--- src/rtl/gad_pkg.sv ---
package gad_pkg;

    localparam int ADDR_W   = 32;
    localparam int CODE_MAX = 16;
    localparam int ATTR_W   = 4;

    typedef enum logic [1:0] {
        SEL_BASE = 2'b00,
        SEL_SIZE = 2'b01,
        SEL_RSV2 = 2'b10,
        SEL_RSV3 = 2'b11
    } cfg_sel_e;

    typedef struct packed {
        logic              hit;
        logic [ADDR_W-1:0] offset;
    } lookup_res_t;

    // Bit position that starts the compared part of the base.
    function automatic int shift_of(input logic [CODE_MAX-1:0] code,
                                    input int min_shift, input int ncodes);
        int sh;
        sh = min_shift + ncodes;
        for (int i = CODE_MAX - 1; i >= 0; i--) begin
            if (i < ncodes && code[i]) sh = min_shift + i;
        end
        return sh;
    endfunction

    // Ones at every address bit that takes part in the comparison.
    function automatic logic [ADDR_W-1:0] keep_of(input logic [CODE_MAX-1:0] code,
                                                  input int min_shift, input int ncodes);
        logic [ADDR_W-1:0] m;
        int sh;
        sh = shift_of(code, min_shift, ncodes);
        for (int k = 0; k < ADDR_W; k++) m[k] = (k >= sh);
        return m;
    endfunction

endpackage

--- src/rtl/gad_size_reg.sv ---
module gad_size_reg
    import gad_pkg::*;
#(
    parameter int MIN_SHIFT = 22,
    parameter int NUM_CODES = 6
) (
    input  logic                 clk,
    input  logic                 rst,
    input  logic                 wr,
    input  logic [NUM_CODES-1:0] wcode,
    output logic [NUM_CODES-1:0] code,
    output logic [ADDR_W-1:0]    keep_cur,
    output logic [ADDR_W-1:0]    keep_next
);
    localparam int MAX_SHIFT = MIN_SHIFT + NUM_CODES;

    logic [NUM_CODES-1:0] code_q;
    logic [CODE_MAX-1:0]  cur_wide, nxt_wide;
    int                   cur_shift;

    always_ff @(posedge clk) begin
        if (rst)     code_q <= '0;
        else if (wr) code_q <= wcode;
    end

    always_comb begin
        cur_wide = '0;
        nxt_wide = '0;
        cur_wide[NUM_CODES-1:0] = code_q;
        nxt_wide[NUM_CODES-1:0] = wcode;
        cur_shift = shift_of(cur_wide, MIN_SHIFT, NUM_CODES);
        keep_cur  = keep_of(cur_wide, MIN_SHIFT, NUM_CODES);
        keep_next = keep_of(nxt_wide, MIN_SHIFT, NUM_CODES);
    end

    assign code = code_q;

    assert_size_hold_R8: assert property (@(posedge clk) disable iff (rst)
        !wr |=> $stable(code_q));

    assert_shift_range_R2: assert property (@(posedge clk) disable iff (rst)
        (cur_shift >= MIN_SHIFT) && (cur_shift <= MAX_SHIFT));

endmodule

--- src/rtl/gad_base_reg.sv ---
module gad_base_reg
    import gad_pkg::*;
#(
    parameter int MIN_SHIFT = 22,
    parameter bit PREFETCH  = 1'b1
) (
    input  logic              clk,
    input  logic              rst,
    input  logic              wr_base,
    input  logic              wr_size,
    input  logic [ADDR_W-1:0] wdata,
    input  logic [ADDR_W-1:0] keep_cur,
    input  logic [ADDR_W-1:0] keep_next,
    output logic [ADDR_W-1:0] base_addr,
    output logic [ADDR_W-1:0] base_rd
);
    localparam int BASE_W = ADDR_W - MIN_SHIFT;
    localparam int GAP_W  = MIN_SHIFT - ATTR_W;

    logic [BASE_W-1:0] base_q;
    logic [ATTR_W-1:0] attr;

    always_ff @(posedge clk) begin
        if (rst)
            base_q <= '0;
        else if (wr_base)
            base_q <= wdata[ADDR_W-1:MIN_SHIFT] & keep_cur[ADDR_W-1:MIN_SHIFT];
        else if (wr_size)
            base_q <= base_q & keep_next[ADDR_W-1:MIN_SHIFT];
    end

    assign attr      = {PREFETCH, 2'b00, 1'b0};
    assign base_addr = {base_q, {MIN_SHIFT{1'b0}}};
    assign base_rd   = {base_q, {GAP_W{1'b0}}, attr};

    assert_base_hold_R3: assert property (@(posedge clk) disable iff (rst)
        !(wr_base || wr_size) |=> $stable(base_q));

    assert_shrink_clear_R5: assert property (@(posedge clk) disable iff (rst)
        wr_size |=> ((base_q & ~keep_cur[ADDR_W-1:MIN_SHIFT]) == '0));

endmodule

--- src/rtl/gad_match.sv ---
module gad_match
    import gad_pkg::*;
(
    input  logic [ADDR_W-1:0] addr,
    input  logic [ADDR_W-1:0] base_addr,
    input  logic [ADDR_W-1:0] keep,
    output lookup_res_t       res
);
    logic [ADDR_W-1:0] diff;

    genvar g;
    generate
        for (g = 0; g < ADDR_W; g++) begin : g_cmp
            assign diff[g] = keep[g] & (addr[g] ^ base_addr[g]);
        end
    endgenerate

    always_comb begin
        res.hit    = (diff == '0);
        res.offset = addr & ~keep;
    end

endmodule

--- src/rtl/gfx_aperture_decoder.sv ---
module gfx_aperture_decoder
    import gad_pkg::*;
#(
    parameter int MIN_SHIFT = 22,
    parameter int NUM_CODES = 6,
    parameter bit PREFETCH  = 1'b1
) (
    input  logic        clk,
    input  logic        rst,
    input  logic        cfg_wr_en,
    input  logic [1:0]  cfg_sel,
    input  logic [31:0] cfg_wdata,
    output logic [31:0] cfg_rdata,
    input  logic [31:0] lk_addr,
    output logic        lk_hit,
    output logic [31:0] lk_offset
);
    logic                 wr_base, wr_size;
    logic [NUM_CODES-1:0] code;
    logic [ADDR_W-1:0]    keep_cur, keep_next, base_addr, base_rd;
    lookup_res_t          res;
    cfg_sel_e             sel;

    assign sel     = cfg_sel_e'(cfg_sel);
    assign wr_base = cfg_wr_en && (sel == SEL_BASE);
    assign wr_size = cfg_wr_en && (sel == SEL_SIZE);

    gad_size_reg #(.MIN_SHIFT(MIN_SHIFT), .NUM_CODES(NUM_CODES)) u_size (
        .clk      (clk),
        .rst      (rst),
        .wr       (wr_size),
        .wcode    (cfg_wdata[NUM_CODES-1:0]),
        .code     (code),
        .keep_cur (keep_cur),
        .keep_next(keep_next)
    );

    gad_base_reg #(.MIN_SHIFT(MIN_SHIFT), .PREFETCH(PREFETCH)) u_base (
        .clk      (clk),
        .rst      (rst),
        .wr_base  (wr_base),
        .wr_size  (wr_size),
        .wdata    (cfg_wdata),
        .keep_cur (keep_cur),
        .keep_next(keep_next),
        .base_addr(base_addr),
        .base_rd  (base_rd)
    );

    gad_match u_match (
        .addr     (lk_addr),
        .base_addr(base_addr),
        .keep     (keep_cur),
        .res      (res)
    );

    always_comb begin
        case (sel)
            SEL_BASE: cfg_rdata = base_rd;
            SEL_SIZE: cfg_rdata = {{(ADDR_W-NUM_CODES){1'b0}}, code};
            default:  cfg_rdata = '0;
        endcase
    end

    assign lk_hit    = res.hit;
    assign lk_offset = res.offset;

    assert_offset_join_R7: assert property (@(posedge clk) disable iff (rst)
        lk_hit |-> ((lk_offset | base_addr) == lk_addr));

endmodule

--- config.mk ---
export PLATFORM = sky130hd
export DESIGN_NAME = gfx_aperture_decoder
export DESIGN_NICKNAME = d
export VERILOG_FILES = /design/src/rtl/gad_pkg.sv /design/src/rtl/gad_size_reg.sv /design/src/rtl/gad_base_reg.sv /design/src/rtl/gad_match.sv /design/src/rtl/gfx_aperture_decoder.sv
export SDC_FILE = /design/constraint.sdc
export NUM_CORES = 1
export LEC_CHECK = 0
export BUFFER_PORTS_ARGS = -buffer_cell sky130_fd_sc_hd__clkbuf_2
export CORE_MARGIN = 5
export CORE_UTILIZATION = 32
export CTS_BUF_LIST = sky130_fd_sc_hd__clkbuf_4 sky130_fd_sc_hd__clkbuf_8
export CTS_CLUSTER_DIAMETER = 100
export DETAILED_ROUTE_END_ITERATION = 10
export PLACE_DENSITY_LB_ADDON = 0.25
export SLEW_MARGIN = 0
export SYNTH_ARGS = -nofsm -noshare
export SYNTH_HDL_FRONTEND = slang
export SYNTH_SLANG_ARGS = --single-unit
--- constraint.sdc ---
create_clock -name clk -period 1.3 [get_ports clk]
set_input_delay 0 -clock clk [delete_from_list [all_inputs] [get_ports clk]]
set_output_delay 0 -clock clk [all_outputs]
set_load 0.02 [all_outputs]
======== Word level (Yosys, flattened, before mapping) ========
Cells that the tools add are included.
word-level totals
  register bits after elaboration ......... 16
  bits in latches ......................... 0
  RAM bits ................................ 0
  ROM bits ................................ 0
  input port bits ......................... 69
  output and inout port bits .............. 65
  memories ................................ 0
operators by class
  $add $sub $neg .......................... 0
  multiply operators ...................... 0
  div/mod/pow operators ................... 0
  order comparisons ....................... 42
  equality and inequality tests ........... 1
  shifts and indexed selects .............. 0
  muxes and demuxes ....................... 15
  bitwise logic cells ..................... 46
  reductions and logical operators ........ 5
operators with widths
  operator                                                                count
  6-bit by 32-bit >= comparator with 1-bit output (first input constant)  26
  32-bit two-way mux                                                      10
  5-bit by 32-bit >= comparator with 1-bit output (first input constant)  8
  4-bit by 32-bit >= comparator with 1-bit output (first input constant)  4
  3-bit by 32-bit >= comparator with 1-bit output (first input constant)  2
  32-bit one-hot mux with 2 select lines                                  1
  1-bit bitwise AND                                                       32
  32-bit bitwise AND                                                      1
  1-bit by 32-bit >= comparator with 1-bit output (first input constant)  1
  2-bit by 32-bit >= comparator with 1-bit output (first input constant)  1
  32-bit logical NOT                                                      1
  32-bit inverter                                                         1
  10-bit bitwise AND                                                      2
  10-bit two-way mux                                                      2
  1-bit XOR                                                               10
  3-bit two-way mux                                                       2
  2-bit by 1-bit == test with 1-bit output (second input constant)        1
  1-bit logical AND                                                       2
  2-bit logical NOT                                                       1
  2-bit nonzero test                                                      1

======== Depth between registers and ports, before layout ========
  depth in word-level cells ............... 10
  gate-level depth with buffers ........... 5
  mapped depth without buffers ............ 4

======== Hierarchy ========
A second synthesis with hierarchy kept.
unflattened totals
  cells, all modules ...................... 327
  area total of the unflattened synthesis .. 2527.4 um^2
by module, submodules not included
  module                instances  cells an instance  area an instance (um^2)
  gad_base_reg          1          109                873.3
  gad_size_reg          1          87                 691.9
  gad_match             1          85                 638.1
  gfx_aperture_decoder  1          46                 324.1

======== Least setup slack after synthesis ========
Ideal clock, no wire load.
  path type ............................... flip-flop to output port
  start ................................... register u_size.code_q[1], in the netlist u_size.code[1]
  end ..................................... output port lk_hit
  arrival ................................. 1.585 ns
  required time ........................... 1.300 ns
  setup slack ............................. -0.285 ns
  stages on the path, launching flop included .. 5
  path buffers ............................ 0
  path through ............................ dfxtp_1 -> or4_4 -> a222oi_1 -> o21ai_1 -> nor2_1
on the way
  longest elaborated chain between the ends .. 5
  elaborated cells between the ends (all ways) .. 67
  those cells by class .................... order compare (32); mux (2); bitwise (32); reduce/logical (1)
RTL lines
  element                                                                  RTL line                    RTL
  start, declared                                                          gad_size_reg.sv:17          logic [NUM_CODES-1:0] code_q;
  start signal, assigned                                                   gad_size_reg.sv:23          else if (wr) code_q <= wcode;
  32-bit two-way mux * (2 in a row)                                        gad_pkg.sv:25               if (i < ncodes && code[i]) sh = min_shift + i;
  1-bit by 32-bit >= comparator with 1-bit output (tied with other cells)  gad_pkg.sv:36               for (int k = 0; k < ADDR_W; k++) m[k] = (k >= sh);
  1-bit bitwise AND                                                        gad_match.sv:14             assign diff[g] = keep[g] & (addr[g] ^ base_addr[g]);
  32-bit logical NOT *                                                     gad_match.sv:19             res.hit = (diff == '0);
  end, declared                                                            gfx_aperture_decoder.sv:15  output logic lk_hit,
Every way passes the cells marked *; elsewhere a longest branch is shown, timed or not.

======== Final worst setup path ========
  start ................................... register u_size.code_q[2], in the netlist u_size.code[2]
  end ..................................... output port lk_hit
on the way
  longest elaborated chain between the ends .. 6
  elaborated cells between the ends (all ways) .. 68
  those cells by class .................... order compare (32); mux (3); bitwise (32); reduce/logical (1)
RTL lines
  element                                                                  RTL line
  32-bit two-way mux * (3 in a row)                                        gad_pkg.sv:25
  1-bit by 32-bit >= comparator with 1-bit output (tied with other cells)  gad_pkg.sv:36
  1-bit bitwise AND                                                        gad_match.sv:14
  32-bit logical NOT *                                                     gad_match.sv:19
Marked as above.

==> impl_table.tex <==
\begin{tabular}{lr}
\hline
Metric & Value \\
\hline
\multicolumn{2}{l}{\textbf{Global route}} \\
\quad Vias in the first global route & 1,141 \\
\quad Most congested layer reported by global routing & met2 \\
\quad Number of antenna violations at the first check in global routing & 0 \\
\quad Maximum number of pins on one net before global-route repair & 18 \\
\quad Met1 track utilization from global routing & 16.74\% \\
\quad Met2 routing resource usage after global routing & 20.42\% \\
\quad Global-route wire length before repair & 5368 µm \\
\quad Tot GR Track Use & 12.89\% \\
\quad Remaining Overflow, GRT & 0 \\
\quad Global routing usage on met3 & 4.432\% \\
\multicolumn{2}{l}{\textbf{Worst hold path}} \\
\quad Hold wc startpoint & lk\_addr[14] \\
\quad Worst Hold End & lk\_offset[14] \\
\quad Classification of the worst-slack hold path & input pin to output port \\
\quad Worst hold path depth & 0 \\
\multicolumn{2}{l}{\textbf{Drt}} \\
\quad Iter 0 DRT Violations & 47 \\
\quad Overall via count from detail\_route & 1,169 \\
\quad Drt wl/cell & 12.73 µm \\
\quad Number of detailed-routing iterations run before antenna repair & 6 \\
\quad Post-detailed-route DRC marker count & 0 \\
\quad Total wire length after detailed routing & 3386 µm \\
\quad Post-detailed-route count of antenna-violating nets & 0 \\
\quad Vias/cell & 4.395 \\
\multicolumn{2}{l}{\textbf{Cells and area}} \\
\quad Fraction of layout cells with a size suffix above 1 & 38.53\% \\
\quad Layout Nets & 288 \\
\quad Most used cells in the layout excluding fill and tap cells & sky130\_fd\_sc\_hd\_\_clkbuf\_2, sky130\_fd\_sc\_hd\_\_conb\_1, sky130\_fd\_sc\_hd\_\_buf\_4 \\
\quad Synthesis-to-finish area growth & 31.64\% \\
\quad Most frequent standard cell in the layout excluding fill and tap cells & sky130\_fd\_sc\_hd\_\_clkbuf\_2 \\
\quad Ant diodes & 0 \\
\quad Final Non-Filler Cells & 266 \\
\multicolumn{2}{l}{\textbf{Logic synthesis}} \\
\quad Synthesis-stage register bit count & 16 \\
\quad Post-Synthesis Mean Instance Area & 7.432 µm² \\
\quad Cell type with the largest total area after synthesis & sky130\_fd\_sc\_hd\_\_dfxtp\_1 \\
\quad Synth area leaders & sky130\_fd\_sc\_hd\_\_dfxtp\_1, sky130\_fd\_sc\_hd\_\_buf\_4, sky130\_fd\_sc\_hd\_\_and2\_1, sky130\_fd\_sc\_hd\_\_a21oi\_1, sky130\_fd\_sc\_hd\_\_xor2\_1 \\
\quad Cell variety after synth & 30 \\
\quad YS warnings & 0 \\
\quad Post-synth top area share & 25.96\% \\
\quad Cell area after synthesis & 1234 µm² \\
\quad Sequential area share after synthesis & 25.96\% \\
\quad Synthesized instance count & 166 \\
\multicolumn{2}{l}{\textbf{Critical path}} \\
\quad CP Capture Type & output port \\
\quad Cell chain of the critical path & or4\_4 -> a222oi\_1 -> o21ai\_1 -> nor2\_2 -> clkbuf\_8 \\
\quad R2R cell count & 5 \\
\quad Data required time of the critical path & 1.30 ns \\
\quad FF-to-FF setup slack & -0.16 ns \\
\quad Slowest cell on crit path & sky130\_fd\_sc\_hd\_\_or4\_4 \\
\quad CP max stage delay & 0.54 ns \\
\quad Start of the worst register-to-register path & u\_size.code[2]\$\_SDFFE\_PP0P\_ \\
\quad Worst R2R End & u\_base.base\_q[5]\$\_SDFFE\_PP0P\_ \\
\quad Peak fanout along the critical path & 3 \\
\quad Crit path kind & flip-flop to output port \\
\quad Critical path startpoint category & flip-flop \\
\quad Arrival @ worst endpoint & 1.78 ns \\
\multicolumn{2}{l}{\textbf{Timing}} \\
\quad Final number of max-transition violations & 0 \\
\quad Final setup vio count & 8 \\
\quad Worst clock skew & 0.004361 ns \\
\quad Final period demand of the worst path & 1.781 ns \\
\quad RSZ-0062 raised after global routing & true \\
\quad Total Negative Setup Slacks & -1.720 ns \\
\quad Number of failing hold endpoints at the final stage & 0 \\
\quad Fmax & 561.5 MHz \\
\quad Crit share post-route & 137.0\% \\
\quad Worst Slack Setup Final & -0.4809 ns \\
\multicolumn{2}{l}{\textbf{Power and ir drop}} \\
\quad Cell-internal power & 934.0 µW \\
\quad Reported net switching power & 389.6 µW \\
\quad Comb power frac & 27.8\% \\
\quad Reported leakage power & 0.0007902 µW \\
\quad Share of total power consumed by net switching & 29.44\% \\
\quad Reg power frac & 38.8\% \\
\quad Max IR drop VDD & 0.4172 mV \\
\quad Clock network fraction of total power & 33.4\% \\
\quad Power density over cell area & 815.0 nW/µm² \\
\multicolumn{2}{l}{\textbf{Die}} \\
\quad Overall die area & 5197 µm² \\
\quad Die width & 72.09 µm \\
\quad Initial core utilization & 33.45\% \\
\quad Number of rows created at floorplan & 22 \\
\quad Core outline area & 3689 µm² \\
\quad Vertical extent of the die & 72.09 µm \\
\quad Boundary pin count & 134 \\
\multicolumn{2}{l}{\textbf{Place}} \\
\quad \# port buffers & 53 \\
\quad Detail Placement HPWL & 2759 µm \\
\quad GP Congestion & 0.7837 \\
\quad Worst-case setup slack after placement & -0.2486 ns \\
\quad Placed Instances & 255 \\
\multicolumn{2}{l}{\textbf{CTS}} \\
\quad CTS root buf & sky130\_fd\_sc\_hd\_\_clkbuf\_8 \\
\quad Insertion delay of the later-clocked pin in the worst-skew pair & 0.25 ns \\
\quad Clock slew at reported path FFs & 0.07 ns \\
\quad CTS buffer count & 3 \\
\quad CTS tree & done \\
\quad H-tree level count & 1 \\
\quad Total clock sinks & 16 \\
\quad CTS Buffer Depth & 2 \\
\multicolumn{2}{l}{\textbf{Outcome}} \\
\quad Violations in the final reports & negative setup slack \\
\quad Run status & complete, but fails checks \\
\multicolumn{2}{l}{\textbf{Flow run}} \\
\quad Number of maximum-capacitance constraint violations & 0 \\
\hline
\end{tabular}
how the worst max path moves through the flow:
stage	start	to	slack, ns	cells past startpoint
2_1_floorplan	u_size.code[2]$_SDFFE_PP0P_	lk_hit	-0.14	4
3_3_place_gp	u_size.code[2]$_SDFFE_PP0P_	lk_hit	-0.24	5
3_5_place_dp	u_size.code[2]$_SDFFE_PP0P_	lk_hit	-0.25	5
4_1_cts	u_size.code[2]$_SDFFE_PP0P_	lk_hit	-0.50	5
5_1_grt	u_size.code[2]$_SDFFE_PP0P_	lk_hit	-0.54	6
6_report	u_size.code[2]$_SDFFE_PP0P_	lk_hit	-0.48	5
cell usage after synthesis (all sizes together):
| library cell | number |
|---|---|
| xor2 | 8 |
| nand3 | 10 |
| a222oi | 1 |
| dfxtp | 16 |
| o22ai | 1 |
| a21oi | 15 |
| or3 | 3 |
| nor3 | 2 |
| clkbuf | 11 |
| or4 | 2 |
| nor2 | 6 |
| nor4 | 1 |
| o21ai | 2 |
| nor2b | 2 |
| conb | 1 |
| o311ai | 1 |
| and2 | 18 |
| nor3b | 1 |
| xnor2 | 2 |
| inv | 3 |
| buf | 37 |
| nand3b | 4 |
| mux2i | 1 |
| o211ai | 4 |
| nand2 | 14 |
power groups by stage:
stage	Sequential [µW]	Combinational (µW)	Clock [µW]
CTS	513	360	459
detailed placement	524	324	0
finish	513	368	442
floorplan	523	322	0
global route	515	401	479
global placement	523	323	0
repair_timing:
item,in CTS,in global routing
hold endpoints to repair,6,0
resized for setup,9,6
buffers inserted,1,0
hold buffers,6,0
pin swaps,0,1
setup endpoints to repair,7,8
metal layers:
layer  wire (µm)  vias up
met2        1524       60
met5           0        -
met4          25        0
met1        1513      514
li1            -      591
met3         322        4
through the flow:
stage	hold slack (ns)	utilization (%)	area [µm²]	total power (µW)
detailed placement	0.0001367	39.35	1451	847.1
CTS	0.0001367	43.69	1612	1332
floorplan	0.07686	-	1315	845.0
finish	0.000007743	44.03	1624	1324
global route	0.00002925	44.03	1624	1395
global placement	0.0001367	39.35	1451	846.0
registers in the layout, indices dropped and copies added, names as in the netlist:
name           flops
u_base.base_q     10
u_size.code        6
cell type report:
type                       count  area [µm²]
sequential                    16       322.8
fill                         411        2064
inverter                       3       11.26
timing repair buffer          77       490.5
multi-input combinational    118       684.4
tap                           48       60.06
clock buffer                   4       55.05
worst max-delay path, delay by kind of cell (launching register included):
family,cells,cell delay (ns)
buffers and inverters,1,0.15
AND/OR/NAND/NOR,2,0.65
flip-flops,1,0.32
AO/OA/AOI/OAI,2,0.42
cell families (layout without fill, tap and decap cells):
| family | Yosys count | count (layout) | synth area share [%] |
|---|---|---|---|
| buf+inv | 51 | 84 | 26.57 |
| xor+xnor | 10 | 10 | 7.100 |
| simple gates | 63 | 63 | 27.89 |
| compound gates | 24 | 24 | 11.36 |
| mux | 1 | 1 | 0.8114 |
| flops | 16 | 16 | 25.96 |
| other cells | 1 | 20 | 0.3040 |
Note: power is estimated with default switching activity, not from simulation.
